[config.mk]
export PLATFORM = sky130hd
export DESIGN_NAME = pipe_phase_seq
export DESIGN_NICKNAME = d
export VERILOG_FILES = /design/src/rtl/pps_pkg.sv /design/src/rtl/pps_timebase.sv /design/src/rtl/pps_phase_decode.sv /design/src/rtl/pps_pause_gen.sv /design/src/rtl/pipe_phase_seq.sv
export SDC_FILE = /design/constraint.sdc
export NUM_CORES = 1
export LEC_CHECK = 0
export ABC_AREA = 1
export BUFFER_PORTS_ARGS = -buffer_cell sky130_fd_sc_hd__buf_2
export CAP_MARGIN = 20
export CORE_ASPECT_RATIO = 1.2
export CORE_UTILIZATION = 40
export CTS_BUF_LIST = sky130_fd_sc_hd__clkbuf_16
export CTS_CLUSTER_DIAMETER = 200
export DETAILED_ROUTE_END_ITERATION = 8
export PLACE_DENSITY = 0.67
export SKIP_LAST_GASP = 1
export SLEW_MARGIN = 20
export SYNTH_ARGS = -nofsm -noshare
export SYNTH_HDL_FRONTEND = slang
export SYNTH_SLANG_ARGS = --single-unit
[constraint.sdc]
create_clock -name clk -period 2.5 [get_ports clk]
set_clock_uncertainty 0.05 [all_clocks]
set_input_delay 0.5 -clock clk [delete_from_list [all_inputs] [get_ports clk]]
set_output_delay 0.5 -clock clk [all_outputs]
set_load 0.1 [all_outputs]
[src/rtl/pps_pkg.sv]
package pps_pkg;

   typedef enum logic [2:0] {
      SL_Q1_LEAD,
      SL_Q1_TAIL,
      SL_GAP_A,
      SL_Q2_LEAD,
      SL_Q2_TAIL,
      SL_GAP_B
   } slot_e;

   typedef struct packed {
      logic q1;
      logic q2;
      logic samp1;
      logic samp2;
      logic az1;
      logic amp1;
      logic az2;
      logic amp2;
      logic ref_smp;
      logic cmp_sel1;
      logic cmp_sel2;
      logic sar_go;
      logic code1_vld;
      logic code2_vld;
      logic code3_vld;
   } phase_bus_t;

endpackage

[src/rtl/pps_timebase.sv]
module pps_timebase
   import pps_pkg::*;
#(
   parameter int HALF_TICKS  = 4,
   parameter int GUARD_TICKS = 1,
   parameter int CNT_W       = 5
) (
   input  logic             clk,
   input  logic             rst_n,
   output logic             run,
   output slot_e            slot,
   output logic [CNT_W-1:0] offset,
   output logic             at_start,
   output logic             wrap
);

   localparam int PERIOD = 4 * HALF_TICKS + 2 * GUARD_TICKS;
   localparam logic [CNT_W-1:0] LAST = CNT_W'(PERIOD - 1);
   localparam logic [CNT_W-1:0] E_Q1T = CNT_W'(HALF_TICKS);
   localparam logic [CNT_W-1:0] E_GA  = CNT_W'(2 * HALF_TICKS);
   localparam logic [CNT_W-1:0] E_Q2L = CNT_W'(2 * HALF_TICKS + GUARD_TICKS);
   localparam logic [CNT_W-1:0] E_Q2T = CNT_W'(3 * HALF_TICKS + GUARD_TICKS);
   localparam logic [CNT_W-1:0] E_GB  = CNT_W'(4 * HALF_TICKS + GUARD_TICKS);

   logic [CNT_W-1:0] tick;

   always_ff @(posedge clk or negedge rst_n) begin
      if (!rst_n) begin
         run  <= 1'b0;
         tick <= '0;
      end else begin
         run <= 1'b1;
         if (run) begin
            tick <= (tick == LAST) ? '0 : tick + 1'b1;
         end
      end
   end

   always_comb begin
      if (tick < E_Q1T) begin
         slot   = SL_Q1_LEAD;
         offset = tick;
      end else if (tick < E_GA) begin
         slot   = SL_Q1_TAIL;
         offset = tick - E_Q1T;
      end else if (tick < E_Q2L) begin
         slot   = SL_GAP_A;
         offset = tick - E_GA;
      end else if (tick < E_Q2T) begin
         slot   = SL_Q2_LEAD;
         offset = tick - E_Q2L;
      end else if (tick < E_GB) begin
         slot   = SL_Q2_TAIL;
         offset = tick - E_Q2T;
      end else begin
         slot   = SL_GAP_B;
         offset = tick - E_GB;
      end
   end

   assign at_start = (tick == '0);
   assign wrap     = run && (tick == LAST);

endmodule

[src/rtl/pps_phase_decode.sv]
module pps_phase_decode
   import pps_pkg::*;
#(
   parameter int CNT_W = 5
) (
   input  logic             run,
   input  logic             primed,
   input  slot_e            slot,
   input  logic [CNT_W-1:0] offset,
   output phase_bus_t       bus
);

   logic first;

   assign first = (offset == '0);

   always_comb begin
      bus = '0;
      if (run) begin
         case (slot)
            SL_Q1_LEAD: begin
               bus.q1        = 1'b1;
               bus.samp1     = 1'b1;
               bus.az2       = 1'b1;
               bus.ref_smp   = 1'b1;
               bus.code3_vld = primed && first;
            end
            SL_Q1_TAIL: begin
               bus.q1       = 1'b1;
               bus.samp1    = 1'b1;
               bus.amp2     = 1'b1;
               bus.cmp_sel1 = 1'b1;
            end
            SL_GAP_A: begin
               bus.code1_vld = primed && first;
            end
            SL_Q2_LEAD: begin
               bus.q2      = 1'b1;
               bus.samp2   = 1'b1;
               bus.az1     = 1'b1;
               bus.ref_smp = 1'b1;
               bus.sar_go  = first;
            end
            SL_Q2_TAIL: begin
               bus.q2       = 1'b1;
               bus.samp2    = 1'b1;
               bus.amp1     = 1'b1;
               bus.cmp_sel2 = 1'b1;
            end
            SL_GAP_B: begin
               bus.code2_vld = primed && first;
            end
            default: bus = '0;
         endcase
      end
   end

endmodule

[src/rtl/pps_pause_gen.sv]
module pps_pause_gen
   import pps_pkg::*;
#(
   parameter int CNT_W      = 5,
   parameter int CODE_W     = 2,
   parameter int PAUSE_BASE = 1,
   parameter bit PAUSE_EN   = 1'b1
) (
   input  logic              clk,
   input  logic              rst_n,
   input  logic              at_start,
   input  slot_e             slot,
   input  logic [CNT_W-1:0]  offset,
   input  logic [CODE_W-1:0] code,
   output logic              hold
);

   generate
      if (PAUSE_EN) begin : g_pause
         logic [CODE_W-1:0] code_q;
         logic [CNT_W-1:0]  limit;

         always_ff @(posedge clk or negedge rst_n) begin
            if (!rst_n) begin
               code_q <= '0;
            end else if (at_start) begin
               code_q <= code;
            end
         end

         assign limit = CNT_W'(PAUSE_BASE) + CNT_W'(code_q);
         assign hold  = (slot == SL_Q2_TAIL) && (offset < limit);
      end else begin : g_no_pause
         logic unused_pause;
         assign unused_pause = ^{clk, rst_n, at_start, slot, offset, code};
         assign hold = 1'b0;
      end
   endgenerate

endmodule

[src/rtl/pipe_phase_seq.sv]
module pipe_phase_seq
   import pps_pkg::*;
#(
   parameter int HALF_TICKS  = 4,
   parameter int GUARD_TICKS = 1,
   parameter int PAUSE_BASE  = 1,
   parameter int CODE_W      = 2,
   parameter bit PAUSE_EN    = 1'b1
) (
   input  logic              clk,
   input  logic              rst_n,
   input  logic [CODE_W-1:0] pause_code,
   output logic              q1,
   output logic              q2,
   output logic              samp1,
   output logic              samp2,
   output logic              az1,
   output logic              amp1,
   output logic              az2,
   output logic              amp2,
   output logic              ref_smp,
   output logic              cmp_sel1,
   output logic              cmp_sel2,
   output logic              sar_go,
   output logic              sar_hold,
   output logic              code1_vld,
   output logic              code2_vld,
   output logic              code3_vld
);

   localparam int PERIOD    = 4 * HALF_TICKS + 2 * GUARD_TICKS;
   localparam int CNT_W     = $clog2(PERIOD + 1);
   localparam int MAX_PAUSE = PAUSE_BASE + (1 << CODE_W) - 1;

   generate
      if (HALF_TICKS < 2) begin : g_chk_half
         $error("pipe_phase_seq: HALF_TICKS must be at least 2");
      end
      if (GUARD_TICKS < 1) begin : g_chk_guard
         $error("pipe_phase_seq: GUARD_TICKS must be at least 1");
      end
      if (PAUSE_BASE < 1 || MAX_PAUSE > HALF_TICKS) begin : g_chk_pause
         $error("pipe_phase_seq: hold window must fit in a half phase");
      end
   endgenerate

   logic             run;
   logic             at_start;
   logic             wrap;
   logic             primed;
   slot_e            slot;
   logic [CNT_W-1:0] offset;
   phase_bus_t       bus;

   pps_timebase #(
      .HALF_TICKS (HALF_TICKS),
      .GUARD_TICKS(GUARD_TICKS),
      .CNT_W      (CNT_W)
   ) u_timebase (
      .clk     (clk),
      .rst_n   (rst_n),
      .run     (run),
      .slot    (slot),
      .offset  (offset),
      .at_start(at_start),
      .wrap    (wrap)
   );

   always_ff @(posedge clk or negedge rst_n) begin
      if (!rst_n) begin
         primed <= 1'b0;
      end else if (wrap) begin
         primed <= 1'b1;
      end
   end

   pps_phase_decode #(
      .CNT_W(CNT_W)
   ) u_decode (
      .run   (run),
      .primed(primed),
      .slot  (slot),
      .offset(offset),
      .bus   (bus)
   );

   pps_pause_gen #(
      .CNT_W     (CNT_W),
      .CODE_W    (CODE_W),
      .PAUSE_BASE(PAUSE_BASE),
      .PAUSE_EN  (PAUSE_EN)
   ) u_pause (
      .clk     (clk),
      .rst_n   (rst_n),
      .at_start(at_start),
      .slot    (slot),
      .offset  (offset),
      .code    (pause_code),
      .hold    (sar_hold)
   );

   assign q1        = bus.q1;
   assign q2        = bus.q2;
   assign samp1     = bus.samp1;
   assign samp2     = bus.samp2;
   assign az1       = bus.az1;
   assign amp1      = bus.amp1;
   assign az2       = bus.az2;
   assign amp2      = bus.amp2;
   assign ref_smp   = bus.ref_smp;
   assign cmp_sel1  = bus.cmp_sel1;
   assign cmp_sel2  = bus.cmp_sel2;
   assign sar_go    = bus.sar_go;
   assign code1_vld = bus.code1_vld;
   assign code2_vld = bus.code2_vld;
   assign code3_vld = bus.code3_vld;

endmodule

# After elaboration in Yosys (flattened, before gate mapping)
# Cells that the tools add are included.
[classes]
addsub = 7
order_cmp = 6
n_eq_ne = 6
mux = 23
n_reduce_logical = 9
[ops]
columns = ["op", "count"]
rows = [
  ["5-bit two-way mux", 6],
  ["5-bit by 4-bit < comparator with 1-bit output (second input constant)", 3],
  ["15-bit two-way mux", 1],
  ["5-bit by 4-bit subtractor with 5-bit output (second input constant)", 3],
  ["1-bit two-way mux", 12],
  ["3-bit two-way mux", 4],
  ["5-bit logical NOT", 2],
  ["3-bit by 2-bit equality test with 1-bit output (second input constant)", 2],
  ["3-bit equality test (second input constant)", 2],
  ["2-bit OR reduction", 3],
  ["5-bit by 1-bit adder with 5-bit output (second input constant)", 1],
  ["5-bit equality test (second input constant)", 1],
  ["5-bit by 3-bit < comparator with 1-bit output (second input constant)", 1],
  ["5-bit < comparator", 1],
  ["5-bit < comparator (second input constant)", 1],
  ["5-bit by 3-bit subtractor with 5-bit output (second input constant)", 1],
  ["5-bit subtractor (second input constant)", 1],
  ["1-bit by 2-bit adder with 3-bit output (first input constant)", 1],
  ["3-bit by 1-bit equality test with 1-bit output (second input constant)", 1],
  ["1-bit logical AND", 3],
  ["3-bit logical NOT", 1],
]
[word_totals]
regBits = 9
input_bits = 4
word_cells = 55

# Longest topological paths before layout
# Gate-level depths: netlist of the first run.
[logic_depth]
word_depth = 10
ltp_mapped = 14
depth_no_buf = 14

# Modules after synthesis
# From an unflattened synthesis of the first run, not the netlist that was laid out.
[unflattened]
cells_unflattened = 190
hier_area_um2 = 1237.4
[modules_own_cells]
columns = ["module", "n_inst", "cells_each", "area_per_inst_um2"]
rows = [
  ["pps_timebase", 1, 127, 840.8],
  ["pps_pause_gen", 1, 28, 190.2],
  ["pps_phase_decode", 1, 31, 170.2],
  ["pipe_phase_seq", 1, 4, 36.3],
]

# Worst setup path after synthesis of the first run
# OpenSTA, ideal clock, no wires.
[synth_path]
kind = "register -> output"
startpoint = "reg u_timebase.tick[4]"
endpoint = "out sar_go"
arrival_time_ps = 5635
required_time_ps = 1950
path_slack_ps = -3685
path_stages_with_launch = 9
path_buffers = 1
cell_sequence = "dfrtp_1 > buf_2 > inv_2 > ha_1 > nand3_2 > nand2_2 > nor4_1 > inv_1 > nor2_1"
[synth_via]
elab_chain_cells = 9
elab_cells_between_ends = 24
classes_between = "add/sub (5); order compare (5); eq/ne (1); mux (12); reduce/logical (1)"
[synth_rtl]
columns = ["element", "line_no", "text"]
rows = [
  ["start: declaration", "pps_timebase.sv:25", "logic [CNT_W-1:0] tick;"],
  ["start signal: assignment", "pps_timebase.sv:34", "tick <= (tick == LAST) ? '0 : tick + 1'b1;"],
  ["5-bit subtractor, or another cell as far along", "pps_timebase.sv:57", "offset = tick - E_GB;"],
  ["5-bit two-way mux / 1-bit two-way mux (equally long branches)", "pps_timebase.sv:52", "end else if (tick < E_GB) begin"],
  ["5-bit two-way mux / 3-bit two-way mux (equally long branches)", "pps_timebase.sv:49", "end else if (tick < E_Q2T) begin"],
  ["5-bit two-way mux / 3-bit two-way mux (equally long branches)", "pps_timebase.sv:46", "end else if (tick < E_Q2L) begin"],
  ["5-bit two-way mux / 3-bit two-way mux (equally long branches)", "pps_timebase.sv:43", "end else if (tick < E_GA) begin"],
  ["5-bit two-way mux / 3-bit two-way mux (equally long branches)", "pps_timebase.sv:40", "if (tick < E_Q1T) begin"],
  ["5-bit logical NOT / 3-bit by 2-bit equality test with 1-bit output (equally long branches)", "pps_phase_decode.sv:15, pps_phase_decode.sv:20", ""],
  ["1-bit two-way mux *", "pps_phase_decode.sv:20", "case (slot)"],
  ["15-bit two-way mux *", "pps_phase_decode.sv:19", "if (run) begin"],
  ["end: declaration", "pipe_phase_seq.sv:24", "output logic sar_go,"],
]
# Every way passes the cells marked *; elsewhere a longest branch is shown, timed or not.

# Worst setup path in the final report of the first run
[layout_path]
startpoint = "reg u_timebase.tick[3]"
endpoint = "out sar_hold"
[layout_via]
elab_chain_cells = 8
elab_cells_between_ends = 23
classes_between = "add/sub (5); order compare (6); eq/ne (1); mux (10); reduce/logical (1)"
[layout_rtl]
columns = ["element", "line_no", "text"]
rows = [
  ["5-bit subtractor, or another cell as far along", "pps_timebase.sv:57", ""],
  ["5-bit two-way mux / 1-bit two-way mux (equally long branches)", "pps_timebase.sv:52", ""],
  ["5-bit two-way mux / 3-bit two-way mux (equally long branches)", "pps_timebase.sv:49", ""],
  ["5-bit two-way mux / 3-bit two-way mux (equally long branches)", "pps_timebase.sv:46", ""],
  ["5-bit two-way mux / 3-bit two-way mux (equally long branches)", "pps_timebase.sv:43", ""],
  ["5-bit two-way mux / 3-bit two-way mux (equally long branches)", "pps_timebase.sv:40", ""],
  ["5-bit < comparator / 3-bit equality test (equally long branches)", "pps_pause_gen.sv:32", "assign hold = (slot == SL_Q2_TAIL) && (offset < limit);"],
  ["1-bit logical AND *", "pps_pause_gen.sv:32", ""],
  ["end: declaration", "pipe_phase_seq.sv:25", "output logic sar_hold,"],
]
# Marked as above.

==> results of run 1 <==
## registers in the layout (all words and copies together), names as in the netlist
register and count:
u_timebase.tick 5, u_pause.g_pause.code_q 2, primed 1, u_timebase.run 1
## metal layers
layer | track usage, % | part of all wire, % | vias to the layer above
li1 | - | - | 646
met1 | 23.1 | 36 | 625
met2 | 44.9 | 57 | 43
met3 | 2.96 | 2.1 | 20
met4 | 18.5 | 4.7 | 0
met5 | 0 | 0 | -
## placed cells by master (no fill, tap or decap), drive strengths merged, types with 2 or more instances in the layout
cell	n
nor2	20
dfrtp	9
clkbuf	3
nand2	40
buf	65
inv	28
a21oi	8
or2	2
o21ai	4
nand3	13
ha	16
nand4	2
nor3	6
xor2	3
## timing repair
action	in CTS	in global routing
setup buffers	7	6
setup endpoints to repair	10	11
resized for setup	25	27
pin swaps	20	24
hold endpoints to repair	0	0
## critical path, delay by kind of cell (launching register included)
kind / cells / cell delay [ns]
buffers and inverters: 3 / 0.40
and+or+nand+nor: 8 / 0.82
DFF: 1 / 0.43
adders and majority gates: 2 / 0.37
## kinds of logic after synthesis
group / count (synthesis)
flip-flops: 9
adder cells (fa/ha/maj): 16
AND/OR/NAND/NOR: 85
other: 1
multiplexers: 1
buffers and inverters: 34
AO/OA/AOI/OAI: 15
XOR/XNOR: 4
## synthesized netlist by cell type (all sizes together), types with 2 or more instances
master,n
a21oi,8
buf,7
dfrtp,9
ha,16
inv,27
nand2,40
nand3,13
nand4,2
nor2,20
nor3,6
o21ai,4
or2,2
xor2,3
## stage by stage
step                      instances  worst slack, ns  setup TNS, ns  hold WS [ns]  util [%]
after CTS                       255           -0.287          -1.92        0.0578      72.6
after global routing            261           -0.429          -3.12        0.0717      77.9
after floorplan                 165           -0.845          -5.76         0.154         -
after global placement          244          -0.0962         -0.225         0.303      64.8
final                           261           -0.343          -2.24        0.0564      77.9
after detailed placement        244           -0.151         -0.499         0.307      64.8
## area by class of cell
type	instances	area [um2]
Inverter	27	114
Fill cell	168	621
Multi-Input combinational cell	122	1060
Tap cell	34	42.5
Timing Repair Buffer	65	667
Clock buffer	3	75.1
Sequential cell	9	230
Clock inverter	1	3.75
## worst max path at each step
stage                  startpoint   endpoint  depth (start not counted)  slack, ns
6_report       u_timebase.tick[3]   sar_hold                         13      -0.34
5_1_grt        u_timebase.tick[3]  code2_vld                         12      -0.43
2_1_floorplan  u_timebase.tick[4]      samp2                         11      -0.85
3_3_place_gp   u_timebase.tick[3]   sar_hold                         13       -0.1
4_1_cts        u_timebase.tick[1]   sar_hold                         12      -0.29
3_5_place_dp   u_timebase.tick[3]   sar_hold                         13      -0.15
==> summary.md, run 1 <==
| Metric | Value |
|---|---|
| Max incr delay on CP | `0.43 ns` |
| I/O pins | `20` |
| H-tree depth | `1` |
| RR Endpoint | `u_pause.g_pause.code_q[1]` |
| Via count | `about 1300` |
| Starting Density | `42.0%` |
| Critical Path Start Type | `register` |
| Vias in the first global route | `between 1000 and 1500` |
| Core Rows | `21` |
| R2R depth | `5` |
| Critical Path Sink Type | `output port` |
| Tcrit/Tclk final | `114%` |
| Post-synth EDFFs | `0` |
| WL/cell | `between 10 and 15 um` |
| Antenna violations before repair | `0` |
| Fin. Hold Viols | `0` |
| Critical Path AT | `2.29 ns` |
| Drt first pass iters | `4` |
| Mux contribution to synthesized area | `less than 1%` |
| PortBufs | `19` |
| Synth Register Bits | `9` |
| Status | `complete, but fails checks` |
| Clk_lat worst skew | `0.23 ns` |
| Share of layout cells above drive strength 1 | `61.2%` |
| WS Path Type | `reg2out` |
| Area of the mapped netlist | `roughly 0.0012 mm2` |
| First-pass GRT wire length | `5400 um` |
| Fmax | `roughly 0.35 GHz` |
| Die area | `~0.0032 mm2` |
| Core ar. | `roughly 0.0028 mm2` |
| Ant diodes | `0` |
| HP Class | `in2async` |
| Average size of a mapped cell | `~7 um2` |
| Final HPWL DP | `2610 um` |
| Most common cell on crit path | `nand2_4` |
| Dpl cell area | `between 0.0015 and 0.002 mm2` |
| Final Wtd Congestion | `0.879` |
| CP max-delay cell | `dfrtp_2` |
| R2R Path Start | `u_timebase.tick[3]` |
| Worst-path cell chain | `buf_12 -> ha_4 -> nand3_4 -> nand2_4 -> nand2_4 -> nand2_4 -> nand4_1 -> nand2_4 -> ha_4 -> inv_1 -> nor2_2 -> nor2_4 -> buf_12` |
| All-Layer GR Usage | `23.6%` |
| WP data required | `1.95 ns` |
| Post-Synth XOR/XNOR Area | `under 10%` |
| Initial drt markers | `20` |
| CTS sink count | `9` |
| Longest Clk Path Bufs | `2` |
| Post-CTS Hold Fix Bufs | `0` |
| RSZ-0062 raised after global routing | `yes` |
| Setup violators final | `9` |
| DRC viols | `0` |
| MaxCap Viol Count | `0` |
| Top cells by area, synth | `dfrtp_1 19%, ha_1 17%, nand2_1 9.5%` |
| Post-route ant nets | `0` |
| Synth Area in Adders | `between 15 and 20%` |
| Cell taking the most area after synthesis | `dfrtp_1` |
| Unique cell type count in the Yosys netlist | `35` |
| Nets | `around 250` |
| CTS tree | `done` |
| Post-synthesis simple-gate area fraction | `36.8%` |
| Compound-Gate Fraction of Synth Area | `8.90%` |
| CP Max Fanout | `4` |
| Clock-pin slew on the worst setup and hold paths | `0.04 ns` |
| Asr flop ratio synth | `100%` |
| Post-Syn Instances | `165` |
| DIE WIDTH | `just over 50 um` |
| Ys Warns | `0` |
| CTS root buf | `clkbuf_16` |
| Vias per cell | `5.11` |
| Final instance area | `between 0.002 and 0.0025 mm2` |
| Synthesis-to-layout area growth | `85.5%` |
| Tmin final | `2.84 ns` |
| Combinational family with the most area after synthesis | `simple AND/OR/NAND/NOR gates` |
| Die H | `61.5 um` |
| Failing checks | `negative setup slack` |
| Register area share after synthesis | `19.1%` |
| WL final | `3710 um` |
| Internal reg-to-reg setup slack | `0.97 ns` |
| Primary FF master, synth | `dfrtp_1` |
| Final worst slack | `-0.343 ns` |
| Pin count of the biggest net entering global routing | `10` |
| Total CTS buffers | `3` |
| Share of the synthesized area in the top cell type | `19.1%` |
| Grt ovf | `0` |
| Max Slew Vio Count | `0` |
| Synth Net Count | `185` |
Power of run 1 is left out: the tool's default activity adds up to more than one toggle a clock period on the data nets, which glitch-free logic cannot reach.
==> inputs of run 2 (changes only) <==
Settings changed: CORE_UTILIZATION 40 to 30, CTS_BUF_LIST sky130_fd_sc_hd__clkbuf_16 to default, PLACE_DENSITY 0.67 to 0.55.
==> summary.md, run 2 (synthesis results as in run 1) <==
| Metric | Value |
|---|---|
| I/O pins | `20 (unchanged)` |
| Setup violators final | `9 (unchanged)` |
| Critical Path AT | `2.20 ns (was 2.29 ns)` |
| WP data required | `1.95 ns (about the same)` |
| WL final | `3030 um (was 3710 um)` |
| Nets | `245 (was 248)` |
| CTS sink count | `9 (unchanged)` |
| Vias per cell | `4.47 (was 5.11)` |
| Initial drt markers | `21 (was 20)` |
| Core ar. | `0.00369 mm2 (was 0.00281 mm2)` |
| Die H | `70.7 um (was 61.5 um)` |
| Post-route ant nets | `0 (unchanged)` |
| WS Path Type | `reg2out (unchanged)` |
| Top Registers | `u_timebase.tick (5), u_pause.g_pause.code_q (2) (unchanged)` |
| Largest Register | `u_timebase.tick (unchanged)` |
| Final worst slack | `-0.251 ns (was -0.343 ns)` |
| Final HPWL DP | `2630 um (was 2610 um)` |
| Share of layout cells above drive strength 1 | `55.4% (was 61.2%)` |
| Fin. Hold Viols | `0 (unchanged)` |
| Post-Layout Cell Count | `276 (was 261)` |
| RSZ-0062 raised after global routing | `yes (unchanged)` |
| CTS tree | `done (unchanged)` |
| All-Layer GR Usage | `16.3% (was 23.6%)` |
| Critical Path Sink Type | `output port (unchanged)` |
| Core Rows | `24 (was 21)` |
| Clk_lat worst skew | `0.23 ns (about the same)` |
| Grt ovf | `0 (unchanged)` |
| Longest Clk Path Bufs | `2 (unchanged)` |
| First-pass GRT wire length | `5380 um (was 5400 um)` |
| Drt first pass iters | `4 (unchanged)` |
| Status | `complete, but fails checks (unchanged)` |
| Fmax | `0.364 GHz (was 0.352 GHz)` |
| Synthesis-to-layout area growth | `75.1% (was 85.5%)` |
| Failing checks | `negative setup slack (unchanged)` |
| Ant diodes | `0 (unchanged)` |
| DIE WIDTH | `59.3 um (was 51.6 um)` |
| H-tree depth | `1 (unchanged)` |
| Pin count of the biggest net entering global routing | `10 (unchanged)` |
| Tcrit/Tclk final | `110% (was 114%)` |
| Post-Place Setup Slack | `-0.105 ns (was -0.151 ns)` |
| Most frequent cells in the layout | `39 x buf_4, 28 x nand2_1, 18 x inv_1 (was 37 x buf_4, 22 x nand2_1, 15 x inv_1)` |
| R2R depth | `7 (was 5)` |
| Dpl cell area | `0.00190 mm2 (was 0.00182 mm2)` |
| Die area | `0.00419 mm2 (was 0.00318 mm2)` |
| Antenna violations before repair | `0 (unchanged)` |
| DRC viols | `0 (unchanged)` |
| Tmin final | `2.75 ns (was 2.84 ns)` |
| Total CTS buffers | `3 (unchanged)` |
| CTS root buf | `clkbuf_8 (was clkbuf_16)` |
| Vias in the first global route | `1294 (was 1281)` |
| Clock-pin slew on the worst setup and hold paths | `0.04 ns (about the same)` |
| Max Slew Vio Count | `0 (unchanged)` |
| Final instance area | `0.00207 mm2 (was 0.00219 mm2)` |
| Critical Path Start Type | `register (unchanged)` |
| Starting Density | `32.0% (was 42.0%)` |
| Final Wtd Congestion | `0.857 (was 0.879)` |
| Cells after DPL | `269 (was 244)` |
| Hold Slack | `0.0622 ns (was 0.0564 ns)` |
| PortBufs | `19 (unchanged)` |
| MaxCap Viol Count | `0 (unchanged)` |
| Max FFs per register | `5 (unchanged)` |
| Post-CTS Hold Fix Bufs | `0 (unchanged)` |
| Via count | `1233 (was 1334)` |
| CP Max Fanout | `7 (was 4)` |
| Commonest non-fill, non-tap cell in the layout | `buf_4 (unchanged)` |
| Fillers | `338 (was 168)` |
| WL/cell | `11.0 um (was 14.2 um)` |
| HP Class | `in2async (unchanged)` |
## run 2: repair_timing
action                                 in CTS  in global routing
buffers inserted                            2                  1
setup endpoints to repair                   9                 12
endpoints found under the hold margin       0                  0
pin swaps                                  13                 11
resized for setup                          17                 11
## run 2: final timing paths
path                                           startpoint                        end  slack (ns)
worst max register to register         u_timebase.tick[1]                     primed        0.93
worst max-delay path                   u_timebase.tick[3]                  code3_vld       -0.25
min in group clk                            pause_code[1]  u_pause.g_pause.code_q[1]        0.45
worst min-delay path                                rst_n             u_timebase.run        0.06
max in group asynchronous                           rst_n         u_timebase.tick[2]        2.14
worst min register to register  u_pause.g_pause.code_q[1]  u_pause.g_pause.code_q[1]        0.45
## run 2: per-stage QoR
stage / util [%] / setup TNS, ns
6_report: 56.0 / -1.68
5_1_grt: 56.0 / -2.79
4_1_cts: 54.6 / -1.84
3_5_place_dp: 51.4 / -0.477
3_3_place_gp: 51.4 / -0.195
2_1_floorplan: - / -5.76
## run 2: critical path, cell delays in order (launching register included)
cell and delay, ns:
dfrtp_2 0.46, ha_2 0.22, inv_1 0.05, buf_4 0.13, nand2_1 0.06, nand2_1 0.06, nor2_1 0.10, nand2_1 0.07
nand2_1 0.05, a21oi_1 0.09, a21oi_4 0.20, nand3_4 0.14, nor2_4 0.15, buf_12 0.18
## run 2: layout make-up
| type | count | area [um2] | share of cell area [%] |
|---|---|---|---|
| multi-input combinational | 122 | 998 | 48.3 |
| timing repair buffer | 62 | 618 | 29.9 |
| sequential | 9 | 230 | 11.1 |
| inverter | 27 | 111 | 5.38 |
| tap | 52 | 65.1 | 3.15 |
| clock buffer | 4 | 45.0 | 2.18 |
## run 2: layer usage
metal	share of wire (%)	track usage [%]
met2	58	31.3
met3	3.1	1.65
met1	38	18.1
met5	0	0
met4	1.6	5.03
Power of run 2 is left out for the same reason.
